`config.mk`:
```
export PLATFORM = sky130hd
export DESIGN_NAME = ssp_port
export DESIGN_NICKNAME = d
export VERILOG_FILES = /design/src/rtl/ssp_pkg.sv /design/src/rtl/ssp_sync.sv /design/src/rtl/ssp_edge.sv /design/src/rtl/ssp_rx.sv /design/src/rtl/ssp_tx.sv /design/src/rtl/ssp_port.sv
export SDC_FILE = /design/constraint.sdc
export NUM_CORES = 1
export LEC_CHECK = 0
export ABC_AREA = 1
export BUFFER_PORTS_ARGS = -buffer_cell sky130_fd_sc_hd__buf_2
export CAP_MARGIN = 20
export CORE_UTILIZATION = 50
export DETAILED_ROUTE_END_ITERATION = 8
export GPL_ROUTABILITY_DRIVEN = 0
export GPL_TIMING_DRIVEN = 0
export PLACE_DENSITY = 0.72
export SLEW_MARGIN = 20
export SYNTH_ARGS = -nofsm -noshare
export SYNTH_HDL_FRONTEND = slang
export SYNTH_SLANG_ARGS = --single-unit
```
`constraint.sdc`:
```
create_clock -name clk -period 1.6 [get_ports clk]
set_input_delay 0.16 -clock clk [delete_from_list [all_inputs] [get_ports clk]]
set_output_delay 0.16 -clock clk [all_outputs]
set_load 0.05 [all_outputs]
```
`src/rtl/ssp_pkg.sv`:
```
package ssp_pkg;
  typedef enum logic [1:0] {
    SSP_CMD   = 2'd0,
    SSP_WRITE = 2'd1,
    SSP_READ  = 2'd2
  } ssp_mode_e;
endpackage

```
`src/rtl/ssp_sync.sv`:
```
module ssp_sync #(
  parameter int WIDTH  = 3,
  parameter int STAGES = 2,
  parameter logic [WIDTH-1:0] RST_VAL = '0
) (
  input  logic             clk,
  input  logic             rst_n,
  input  logic [WIDTH-1:0] async_i,
  output logic [WIDTH-1:0] sync_o
);
  logic [WIDTH-1:0] stg_q [STAGES];

  for (genvar s = 0; s < STAGES; s++) begin : g_stage
    if (s == 0) begin : g_first
      always_ff @(posedge clk or negedge rst_n) begin
        if (!rst_n) stg_q[s] <= RST_VAL;
        else        stg_q[s] <= async_i;
      end
    end else begin : g_next
      always_ff @(posedge clk or negedge rst_n) begin
        if (!rst_n) stg_q[s] <= RST_VAL;
        else        stg_q[s] <= stg_q[s-1];
      end
    end
  end

  assign sync_o = stg_q[STAGES-1];
endmodule

```
`src/rtl/ssp_edge.sv`:
```
module ssp_edge #(
  parameter int WIDTH = 1,
  parameter logic [WIDTH-1:0] RST_VAL = '0
) (
  input  logic             clk,
  input  logic             rst_n,
  input  logic [WIDTH-1:0] sig_i,
  output logic [WIDTH-1:0] rise_o,
  output logic [WIDTH-1:0] fall_o
);
  logic [WIDTH-1:0] prev_q;

  always_ff @(posedge clk or negedge rst_n) begin
    if (!rst_n) prev_q <= RST_VAL;
    else        prev_q <= sig_i;
  end

  assign rise_o = sig_i & ~prev_q;
  assign fall_o = ~sig_i & prev_q;
endmodule

```
`src/rtl/ssp_rx.sv`:
```
module ssp_rx #(
  parameter int DATA_W = 8
) (
  input  logic              clk,
  input  logic              rst_n,
  input  logic              clr_i,
  input  logic              shift_i,
  input  logic              bit_i,
  output logic              done_o,
  output logic [DATA_W-1:0] data_o
);
  localparam int CNT_W = (DATA_W > 1) ? $clog2(DATA_W) : 1;
  localparam logic [CNT_W-1:0] LAST = CNT_W'(DATA_W - 1);

  logic [DATA_W-1:0] sr_q, sr_d, data_q, data_d;
  logic [CNT_W-1:0]  cnt_q, cnt_d;
  logic              done_q, done_d;

  always_comb begin
    sr_d   = sr_q;
    cnt_d  = cnt_q;
    data_d = data_q;
    done_d = 1'b0;
    if (clr_i) begin
      cnt_d = '0;
    end else if (shift_i) begin
      sr_d = {bit_i, sr_q[DATA_W-1:1]};
      if (cnt_q == LAST) begin
        cnt_d  = '0;
        done_d = 1'b1;
        data_d = sr_d;
      end else begin
        cnt_d = cnt_q + 1'b1;
      end
    end
  end

  always_ff @(posedge clk or negedge rst_n) begin
    if (!rst_n) begin
      sr_q   <= '0;
      cnt_q  <= '0;
      data_q <= '0;
      done_q <= 1'b0;
    end else begin
      sr_q   <= sr_d;
      cnt_q  <= cnt_d;
      data_q <= data_d;
      done_q <= done_d;
    end
  end

  assign done_o = done_q;
  assign data_o = data_q;
endmodule

```
`src/rtl/ssp_tx.sv`:
```
module ssp_tx #(
  parameter int DATA_W = 8
) (
  input  logic              clk,
  input  logic              rst_n,
  input  logic              load_i,
  input  logic [DATA_W-1:0] load_data_i,
  input  logic              shift_i,
  output logic              bit_o
);
  logic [DATA_W-1:0] sr_q, sr_d;
  logic              out_q, out_d;

  always_comb begin
    sr_d  = sr_q;
    out_d = out_q;
    if (load_i) begin
      sr_d  = load_data_i;
      out_d = 1'b1;
    end else if (shift_i) begin
      out_d = sr_q[0];
      sr_d  = {1'b1, sr_q[DATA_W-1:1]};
    end
  end

  always_ff @(posedge clk or negedge rst_n) begin
    if (!rst_n) begin
      sr_q  <= '1;
      out_q <= 1'b1;
    end else begin
      sr_q  <= sr_d;
      out_q <= out_d;
    end
  end

  assign bit_o = out_q;
endmodule

```
`src/rtl/ssp_port.sv`:
```
module ssp_port
  import ssp_pkg::*;
#(
  parameter int DATA_W      = 8,
  parameter int SYNC_STAGES = 2,
  parameter logic [DATA_W-1:0] RD_MASK  = DATA_W'(3),
  parameter logic [DATA_W-1:0] RD_MATCH = DATA_W'(2)
) (
  input  logic              clk,
  input  logic              rst_n,
  input  logic              stb_pin,
  input  logic              sck_pin,
  input  logic              sdi_pin,
  output logic              sdo_oe,
  output logic              sdo_o,
  output logic              cmd_valid,
  output logic [DATA_W-1:0] cmd_byte,
  output logic              wr_valid,
  output logic [DATA_W-1:0] wr_byte,
  output logic              rd_load,
  input  logic [DATA_W-1:0] rd_byte
);
  // reset: asserted asynchronously, released on a clock edge
  logic [1:0] rsync_q;
  logic       rst_core_n;

  always_ff @(posedge clk or negedge rst_n) begin
    if (!rst_n) rsync_q <= 2'b00;
    else        rsync_q <= {rsync_q[0], 1'b1};
  end
  assign rst_core_n = rsync_q[1];

  // pin synchronisers, order {sdi, sck, stb}; idle strobe and clock high
  logic [2:0] pins_s;
  logic       stb_hi, sck_s, sdi_s, sck_rise, sck_fall;

  ssp_sync #(.WIDTH(3), .STAGES(SYNC_STAGES), .RST_VAL(3'b011)) u_sync (
    .clk(clk), .rst_n(rst_core_n),
    .async_i({sdi_pin, sck_pin, stb_pin}), .sync_o(pins_s)
  );
  assign stb_hi = pins_s[0];
  assign sck_s  = pins_s[1];
  assign sdi_s  = pins_s[2];

  ssp_edge #(.WIDTH(1), .RST_VAL(1'b1)) u_edge (
    .clk(clk), .rst_n(rst_core_n),
    .sig_i(sck_s), .rise_o(sck_rise), .fall_o(sck_fall)
  );

  // byte assembly
  logic              rx_done;
  logic [DATA_W-1:0] rx_data;

  ssp_rx #(.DATA_W(DATA_W)) u_rx (
    .clk(clk), .rst_n(rst_core_n),
    .clr_i(stb_hi), .shift_i(sck_rise), .bit_i(sdi_s),
    .done_o(rx_done), .data_o(rx_data)
  );

  // byte stage state
  ssp_mode_e mode_q, mode_d;
  logic      cmd_is_rd;

  assign cmd_is_rd = (rx_data & RD_MASK) == RD_MATCH;

  always_comb begin
    mode_d = mode_q;
    if (stb_hi) begin
      mode_d = SSP_CMD;
    end else if (rx_done && mode_q == SSP_CMD) begin
      mode_d = cmd_is_rd ? SSP_READ : SSP_WRITE;
    end
  end

  always_ff @(posedge clk or negedge rst_core_n) begin
    if (!rst_core_n) mode_q <= SSP_CMD;
    else             mode_q <= mode_d;
  end

  assign cmd_valid = rx_done && (mode_q == SSP_CMD);
  assign wr_valid  = rx_done && (mode_q == SSP_WRITE);
  assign rd_load   = rx_done && ((mode_q == SSP_READ) ||
                                 (mode_q == SSP_CMD && cmd_is_rd));
  assign cmd_byte  = rx_data;
  assign wr_byte   = rx_data;

  // read shifter, one bit per falling shift-clock edge
  logic tx_bit, tx_shift;

  assign tx_shift = sck_fall && !stb_hi && (mode_q == SSP_READ);

  ssp_tx #(.DATA_W(DATA_W)) u_tx (
    .clk(clk), .rst_n(rst_core_n),
    .load_i(rd_load), .load_data_i(rd_byte),
    .shift_i(tx_shift), .bit_o(tx_bit)
  );

  assign sdo_oe = (mode_q == SSP_READ) && !tx_bit;
  assign sdo_o  = 1'b0;
endmodule

```
* After elaboration in Yosys (flattened, before gate mapping)
Index checks and enable logic that the tools add are counted.
** Storage, ports and cells
- Register bits after elaboration :: 40
- Bits of input ports :: 13
- Output and inout bits :: 21
- Word-level logic and storage cells :: 50
** Cells by class
- $add $sub $neg :: 1
- Eq/ne operators :: 4
- Muxes and demuxes :: 13
- Bitwise gates (word level) :: 5
- Reductions and logical operators :: 16
** Operators by type and width (count)
- $mux 8 :: 2
- $mux 3 :: 3
- $logic_and 1x1->1 :: 7
- $mux 2 :: 3
- $reduce_bool 2->1 :: 3
- $mux 1 :: 5
- $eq 2x2->1 const B :: 2
- $add 3x1->3 const B :: 1
- $eq 3x3->1 const B :: 1
- $not 1->1 :: 3
- $reduce_and 3->1 :: 1
- $and 1x1->1 :: 2
- $eq 2x1->1 const B :: 1
- $logic_not 1->1 :: 2
- $logic_not 2->1 :: 1
- $reduce_and 2->1 :: 1
- $logic_or 1x1->1 :: 1

* Depth between registers and ports, before layout
Gate-level depths: netlist of the first run.
- Depth in word-level cells :: 6
- Gate-level depth with buffers :: 7
- Depth with buffers taken out :: 7

* By module
A second synthesis of the first run with hierarchy kept.
** Unflattened totals
- Cell total of the unflattened synthesis :: 186
- Area total of the unflattened synthesis :: 1717.9 sq um
** Modules (own cells, without submodules)
- ssp_rx :: times used 1, cells an instance 84, area an instance 794.5 sq um, seq. area each 475.5 sq um
- ssp_tx :: times used 1, cells an instance 50, area an instance 437.9 sq um, seq. area each 236.5 sq um
- ssp_port :: times used 1, cells an instance 38, area an instance 266.5 sq um, seq. area each 100.1 sq um
- ssp_sync :: times used 1, cells an instance 9, area an instance 177.7 sq um, seq. area each 155.1 sq um
- ssp_edge :: times used 1, cells an instance 5, area an instance 41.3 sq um, seq. area each 26.3 sq um

* Worst setup path before layout of the first run
Ideal clock, no wire load.
- Path kind :: register to output
- Start :: register mode_q[0]
- End :: output wr_valid
- Data arrival time :: 1.513 ns
- Required time :: 1.440 ns
- Slack :: -0.073 ns
- Cell stages (with the launch flop) :: 3
- Buffers on the path :: 0
- Cell sequence :: dfrtp_1 > inv_1 > nor3_1
** Between the ends
- Word-level cells in the longest chain between the ends :: 2
** Ends and longest elaborated chain
- start, declared :: line ssp_port.sv:61 : ssp_mode_e mode_q, mode_d;
- start signal, assigned :: line ssp_port.sv:77 : else mode_q <= mode_d;
- $eq 2x1->1 :: line ssp_port.sv:81 : assign wr_valid = rx_done && (mode_q == SSP_WRITE);
- $logic_and 1x1->1 :: line ssp_port.sv:81
- end, declared :: line ssp_port.sv:18 : output logic wr_valid,
No other way between the ends.

* Worst setup path after layout of the first run
- Start :: register mode_q[0]
- End :: output rd_load
** Between the ends
- Word-level cells in the longest chain between the ends :: 4
- Elaborated cells between the ends (all ways) :: 5
- Classes of those cells :: 1 x eq/ne; 4 x reduce/logical
** Ends and longest elaborated chain
- $logic_not 2->1 :: line ssp_port.sv:83 : (mode_q == SSP_CMD && cmd_is_rd));
- $logic_and 1x1->1 :: line ssp_port.sv:83
- $logic_or 1x1->1 * :: line ssp_port.sv:82 : assign rd_load = rx_done && ((mode_q == SSP_READ) ||
- $logic_and 1x1->1 * :: line ssp_port.sv:82
- end, declared :: line ssp_port.sv:20 : output logic rd_load,
Mark *: on every way between the ends. The rest lies on a longest branch, timed or not.

==> impl_results.md, run 1 <==
* LEAKAGE at 1.05 nW
* Root buffer selected by CTS: clkbuf_4
* Seq/Total Area, Yosys at 0.608
* # IOs at 34
* CP Launch Point: mode_q[0]
* Most common cell after layout, fill and taps aside: buf_2
* Pwr Total at 1.72 mW
* Vias in the first global route at 1206
* Die Width at 59.2 µm
* Critical Path AT at 1350 ps
* Largest net degree at the start of global routing at 38
* CTS tree: done
* Post-Route Utilization at 0.660
* Synth cell types at 23
* Layout Skew at 10.7 ps
* Drc violations at 0
* Startpoint Class: flop
* DRT antenna net count at 0
* Slew @ Worst Pin at 766 ps
* Status: finished, final reports clean
* Reg clk slew, reported paths at 110 ps
* HPWL after DPL at 2.01 mm
* Via count at 1271
* H-tree lvl count at 2
* Final-report setup violation count at 0
* Peak VDD IR at 495 µV
* Simple-gate share of the synthesized area at 0.201
* Max Cap Violations at 0
* FF-to-FF Start: u_rx.cnt_q[0]
* Commonest non-fill, non-tap cells in the layout: buf_2 (32), nand2_1 (27), nand3_1 (25)
* Yosys reg bits at 39
* PortBufs at 32
* Mapped Nets at 182
* Diodes inserted at 0
* Global-route wire length before repair at 5.00 mm
* Worst EP required at 1440 ps
* Final max-slew violation count at 0
* Initial DRC count at 49
* P&R area growth vs syn at 24.3%
* Later-pin clock latency in the skew report at 350 ps
* Tmin final at 1510 ps
* Filler cells at 261
* Avg Inst Size Synth at 9.78 µm²
* CP Capture Type: output port
* TritonRoute pass-1 iters at 4
* NumNets Final at 230
* Grt ovf at 0
* Initial antenna violation count at 0
* WP buf/inv at 2
* Post-synthesis cell count at 167
* Clock sinks at 39
* Power per cell area at 847 nW/µm²
* Routed wire length at 2.97 mm
* Hold Crit Class: in -> reg
* Fmax at 662 MHz
* Synthesized cell area at 1630 µm²
* Starting Density at 0.531
* Worst slew margin at 0.489
* Core Area at 3080 µm²
* Num CTS Buffers at 5
* Routed wire per std cell at 11.4 µm
* # rows at 20
* Vias per cell at 4.89
* Crit Path Category: reg -> out
* CP peak stage delay at 450 ps
* Final hold violation count at 0
* Critical path peak fanout at 7
* Die Y at 59.2 µm
* Mux contribution to synthesized area at 0
* Final period utilization at 0.944
* Clock tree buffer depth at 2
* Die ar. at 3500 µm²
* Worst hold start: rd_byte[0]
* Synth Area in XOR/XNOR at 0
* Share of cells above drive strength 1 at 0.403
* Setup TNS at 0 ps
* Crit-path slowest cell: dfrtp_1
* CP cell instances: nor2_2 > nand2_4 > inv_6 > buf_8
* Yosys warnings at 0
* Largest family of logic cells by synthesized area: simple AND/OR/NAND/NOR gates
* Post-Synth Adder-Cell Area at 0.0153
* Worst hold slack at 24.2 ps
* Compound-cell area share of the yosys netlist at 0.0681
* Total GRT Usage at 0.195
* CP delay by family, top: flip-flops
layout make-up:
type,count,area [µm²],area share
sequential,39,995,0.490
multi-input combinational,95,495,0.244
timing repair buffer,41,254,0.125
buffer,12,88.8,0.0437
inverter,21,83.8,0.0413
clock buffer,7,55.1,0.0271
tap,44,55.1,0.0271
clock inverter,1,5.00,0.00246
state kept, by name (all words and copies together) (netlist names):
signal         count
u_rx.cnt_q         3
u_edge.prev_q      1
mode_q             2
rsync_q            2
u_sync.stg_q       3
u_sync.sync_o      3
u_rx.data_o        8
u_rx.sr_q          7
u_rx.done_o        1
u_tx.bit_o         1
u_tx.sr_q          8
per-layer routing:
metal	share of wire	GRT usage	routed length, µm
met5	0	0	0
met2	0.51	0.321	1520
met1	0.43	0.237	1270
met4	0.021	0.109	62
met3	0.037	0.0459	109
synth_stat cells:
library cell / instances / area [µm²]
nor2_1: 7 / 26.3
nand3_2: 2 / 20.0
nand4_2: 1 / 12.5
nand3_1: 25 / 125
dfstp_2: 14 / 368
a21oi_1: 1 / 5.00
ha_1: 2 / 25.0
or2_2: 1 / 6.26
nor2_4: 1 / 11.3
nor2_2: 1 / 6.26
nor3_1: 2 / 10.0
o22ai_1: 1 / 6.26
buf_6: 1 / 11.3
nand2_1: 28 / 105
buf_4: 9 / 67.6
o21ai_0: 11 / 55.1
inv_1: 17 / 63.8
o21ai_1: 9 / 45.0
buf_2: 2 / 10.0
dfrtp_1: 25 / 626
inv_2: 4 / 15.0
conb_1: 2 / 7.51
nand2_2: 1 / 6.26
cells by family (layout without fill, tap and decap cells):
group / Yosys count / count (layout)
and+or+nand+nor: 69 / 69
DFF: 39 / 39
buffers and inverters: 33 / 82
AOI/OAI and AO/OA: 22 / 22
adders and majority gates: 2 / 2
other: 2 / 2
metrics by stage:
stage / instance area, µm² / setup WS (ps) / instances
final: 2030 / 89.8 / 260
after global placement: 1860 / 104 / 243
after floorplan: 1640 / 130 / 167
after global routing: 2030 / -11.5 / 260
after detailed placement: 1860 / 158 / 243
after CTS: 1980 / 9.67 / 255
path summary, 6_finish.rpt:
path / slack (ps) / end / cells after the start
setup / recovery: 90 / rd_load / 4
hold / removal: 20 / u_tx.sr_q[0] / 3
setup reg to reg: 180 / u_rx.data_o[6] / 6
hold reg to reg: 340 / u_rx.data_o[6] / 0
max in group asynchronous: 770 / u_rx.data_o[1] / 0
min in group asynchronous: 130 / rsync_q[1] / 2
where the power goes:
part	switching, mW	internal (mW)
clock network	0.305	0.213
logic	0.0612	0.0482
registers	0.0470	1.05
timing repair:
action / CTS / global route
buffers inserted: 0 / 5
hold buffers: 4 / 0
pin swaps: 1 / 3
hold endpoints to repair: 5 / 0
gates resized for setup: 6 / 5
setup endpoints to repair: 2 / 2
worst min-delay path: stages:
cell,delay (ps)
buf_2,100
nand2_1,50
nand3_1,70
Power figures use the tool's default switching activity.
==> run 2: changes to the inputs <==
==> constraint.sdc (replaced) <==
create_clock -name clk -period 1.6 [get_ports clk]
set_input_delay 0.48 -clock clk [delete_from_list [all_inputs] [get_ports clk]]
set_output_delay 0.48 -clock clk [all_outputs]
set_load 0.05 [all_outputs]
==> impl_results.md, run 2 (synthesized netlist as in run 1, its figures left out) <==
* Drc violations at 0 (unchanged)
* # IOs at 34 (unchanged)
* Sw Ratio at 0.224 (-0.0163)
* Total GRT Usage at 0.194 (-0.00123)
* Startpoint Class: flop
* Setup TNS at -574 ps (-574 ps)
* Combinational power share at 0.055 (-0.009)
* Area of the multi-input gates at 514 µm² (+3.8%)
* Clock sinks at 39 (unchanged)
* PortBufs at 32 (unchanged)
* Largest net degree at the start of global routing at 38 (unchanged)
* H-tree lvl count at 2 (unchanged)
* Hold Crit Class: in -> reg
* LEAKAGE at 1.07 nW (+1.7%)
* DRT antenna net count at 0 (unchanged)
* Internal at 1.46 mW (+12%)
* FF/Latch Area at 998 µm² (+0.38%)
* Final period utilization at 1.11 (+0.165)
* TritonRoute pass-1 iters at 4 (unchanged)
* Reg clk slew, reported paths at 120 ps (about the same)
* Status: finished with violations
* Tmin final at 1770 ps (+264 ps)
* Core Area at 3080 µm² (unchanged)
* Power per cell area at 878 nW/µm² (+3.6%)
* Sequential Power Share at 0.581 (-0.055)
* Initial DRC count at 51 (+4.1%)
* Share of cells above drive strength 1 at 0.461 (+0.0581)
* Worst hold slack at 209 ps (+184 ps)
* Critical Path AT at 1290 ps (-60 ps)
* # rows at 20 (unchanged)
* Commonest non-fill, non-tap cells in the layout: nand2_1 (26), nand3_1 (25), buf_4 (22)
* Met1 Track Usage GR at 0.232 (-0.00515)
* CP Capture Type: output port
* Root buffer selected by CTS: clkbuf_4
* Clk pwr share at 0.363 (+0.062)
* Critical path peak fanout at 4 (-3)
* Grt ovf at 0 (unchanged)
* Max Cap Violations at 0 (unchanged)
* Die Width at 59.2 µm (unchanged)
* Final max-slew violation count at 0 (unchanged)
* Post-Route Utilization at 0.696 (+0.0358)
* Global-route wire length before repair at 4.85 mm (-3.0%)
* HPWL after DPL at 1.86 mm (-7.5%)
* Die ar. at 3500 µm² (unchanged)
* Crit path setup slack, layout at -174 ps (-264 ps)
* Via count at 1236 (-2.8%)
* Routed wire length at 2.86 mm (-3.8%)
* Failing checks: setup timing
* Worst EP required at 1120 ps (-320 ps)
* Routed wire per std cell at 10.9 µm (-4.1%)
* Num CTS Buffers at 5 (unchanged)
* Peak VDD IR at 782 µV (+58%)
* Clock tree buffer depth at 2 (unchanged)
* Worst slew margin at 0.487 (-0.00190)
* Crit Path Category: reg -> out
* Final hold violation count at 0 (unchanged)
* CTS tree: done
* Grt met3 use at 0.0459 (unchanged)
* P&R area growth vs syn at 31.1%
* Pwr Total at 1.88 mW (+9.2%)
* Layout Skew at 12.0 ps (+1.23 ps)
* Grt peak-use layer: met2
* Initial antenna violation count at 0 (unchanged)
* Later-pin clock latency in the skew report at 350 ps (about the same)
* NumNets Final at 231 (+0.43%)
* Slew @ Worst Pin at 769 ps (+2.86 ps)
* Filler cells at 242 (-7.3%)
* RSZ-0062 raised after global routing: yes
* Met2 Use GR at 0.317 (-0.00487)
* Vias per cell at 4.74 (-3.1%)
* R2R setup slack at 160 ps (-20 ps)
* Most common cell after layout, fill and taps aside: nand2_1
* Diodes inserted at 0 (unchanged)
* Switching power at 0.421 mW (+1.8%)
* Starting Density at 0.531 (unchanged)
* Vias in the first global route at 1181 (-2.1%)
* Fmax at 564 MHz (-15%)
* Die Y at 59.2 µm (unchanged)
* Final-report setup violation count at 5 (+5)
[run 2: changes by cell type in the layout (fill, tap and decap cells not counted), moves of 2 or more]
cell	previous run	this run
buf_6	2	7
nor2_2	3	1
inv_1	17	13
buf_2	32	21
inv_2	3	7
dlygate4sd3_1	4	1
dfrtp_1	24	21
dfrtp_2	1	4
buf_8	1	3
nor2_4	1	3
buf_4	14	22
[run 2: metal layers]
metal | vias to the layer above | part of all wire
met5 | - | 0
met4 | 0 | 0.026
met1 | 576 | 0.43
met3 | 8 | 0.033
met2 | 27 | 0.51
li1 | 625 | -
[run 2: power groups by stage]
| stage | logic [mW] | registers (mW) | clock network, mW |
|---|---|---|---|
| after floorplan | 0.0724 | 1.10 | 0 |
| after global placement | 0.0974 | 1.11 | 0 |
| after detailed placement | 0.103 | 1.11 | 0 |
| after CTS | 0.105 | 1.09 | 0.703 |
| after global routing | 0.121 | 1.10 | 0.747 |
| final | 0.104 | 1.09 | 0.683 |
[run 2: final timing paths]
check / from / end / cells after the start
max in group asynchronous: rsync_q[1] / u_rx.data_o[1] / 0
worst max register to register: u_rx.cnt_q[0] / u_rx.data_o[6] / 6
min in group asynchronous: rsync_q[1] / u_rx.done_o / 0
worst min-delay path: stb_pin / u_sync.stg_q[3] / 1
worst min register to register: rsync_q[1] / u_rx.done_o / 0
worst max-delay path: mode_q[1] / cmd_valid / 3
[run 2: per-stage QoR]
stage	std cells	area, µm²	setup slack (ps)
after CTS	258	2070	-167
after detailed placement	243	1870	-56.1
after global routing	261	2140	-232
after global placement	243	1870	-40.6
final	261	2140	-174
after floorplan	167	1650	9.37
[run 2: worst max-delay path: stages (launching register included)]
cell	delay [ps]
dfrtp_1	440
buf_4	160
nor3_4	160
buf_6	180
[run 2: what timing repair did]
item	in CTS	in global routing
hold buffers	1	0
setup buffers	6	3
endpoints found under the setup margin	5	13
resized for setup	23	22
pin swaps	3	3
endpoints found under the hold margin	2	0
[run 2: final cells by class]
| class | instances | share of cell area |
|---|---|---|
| flip-flops and latches | 39 | 0.466 |
| multi-input cells | 95 | 0.240 |
| repair buffers | 42 | 0.144 |
| plain buffers | 12 | 0.0450 |
| inverters | 21 | 0.0391 |
| well taps | 44 | 0.0257 |
| clock buffers | 6 | 0.0239 |
| clock inverters | 2 | 0.0164 |
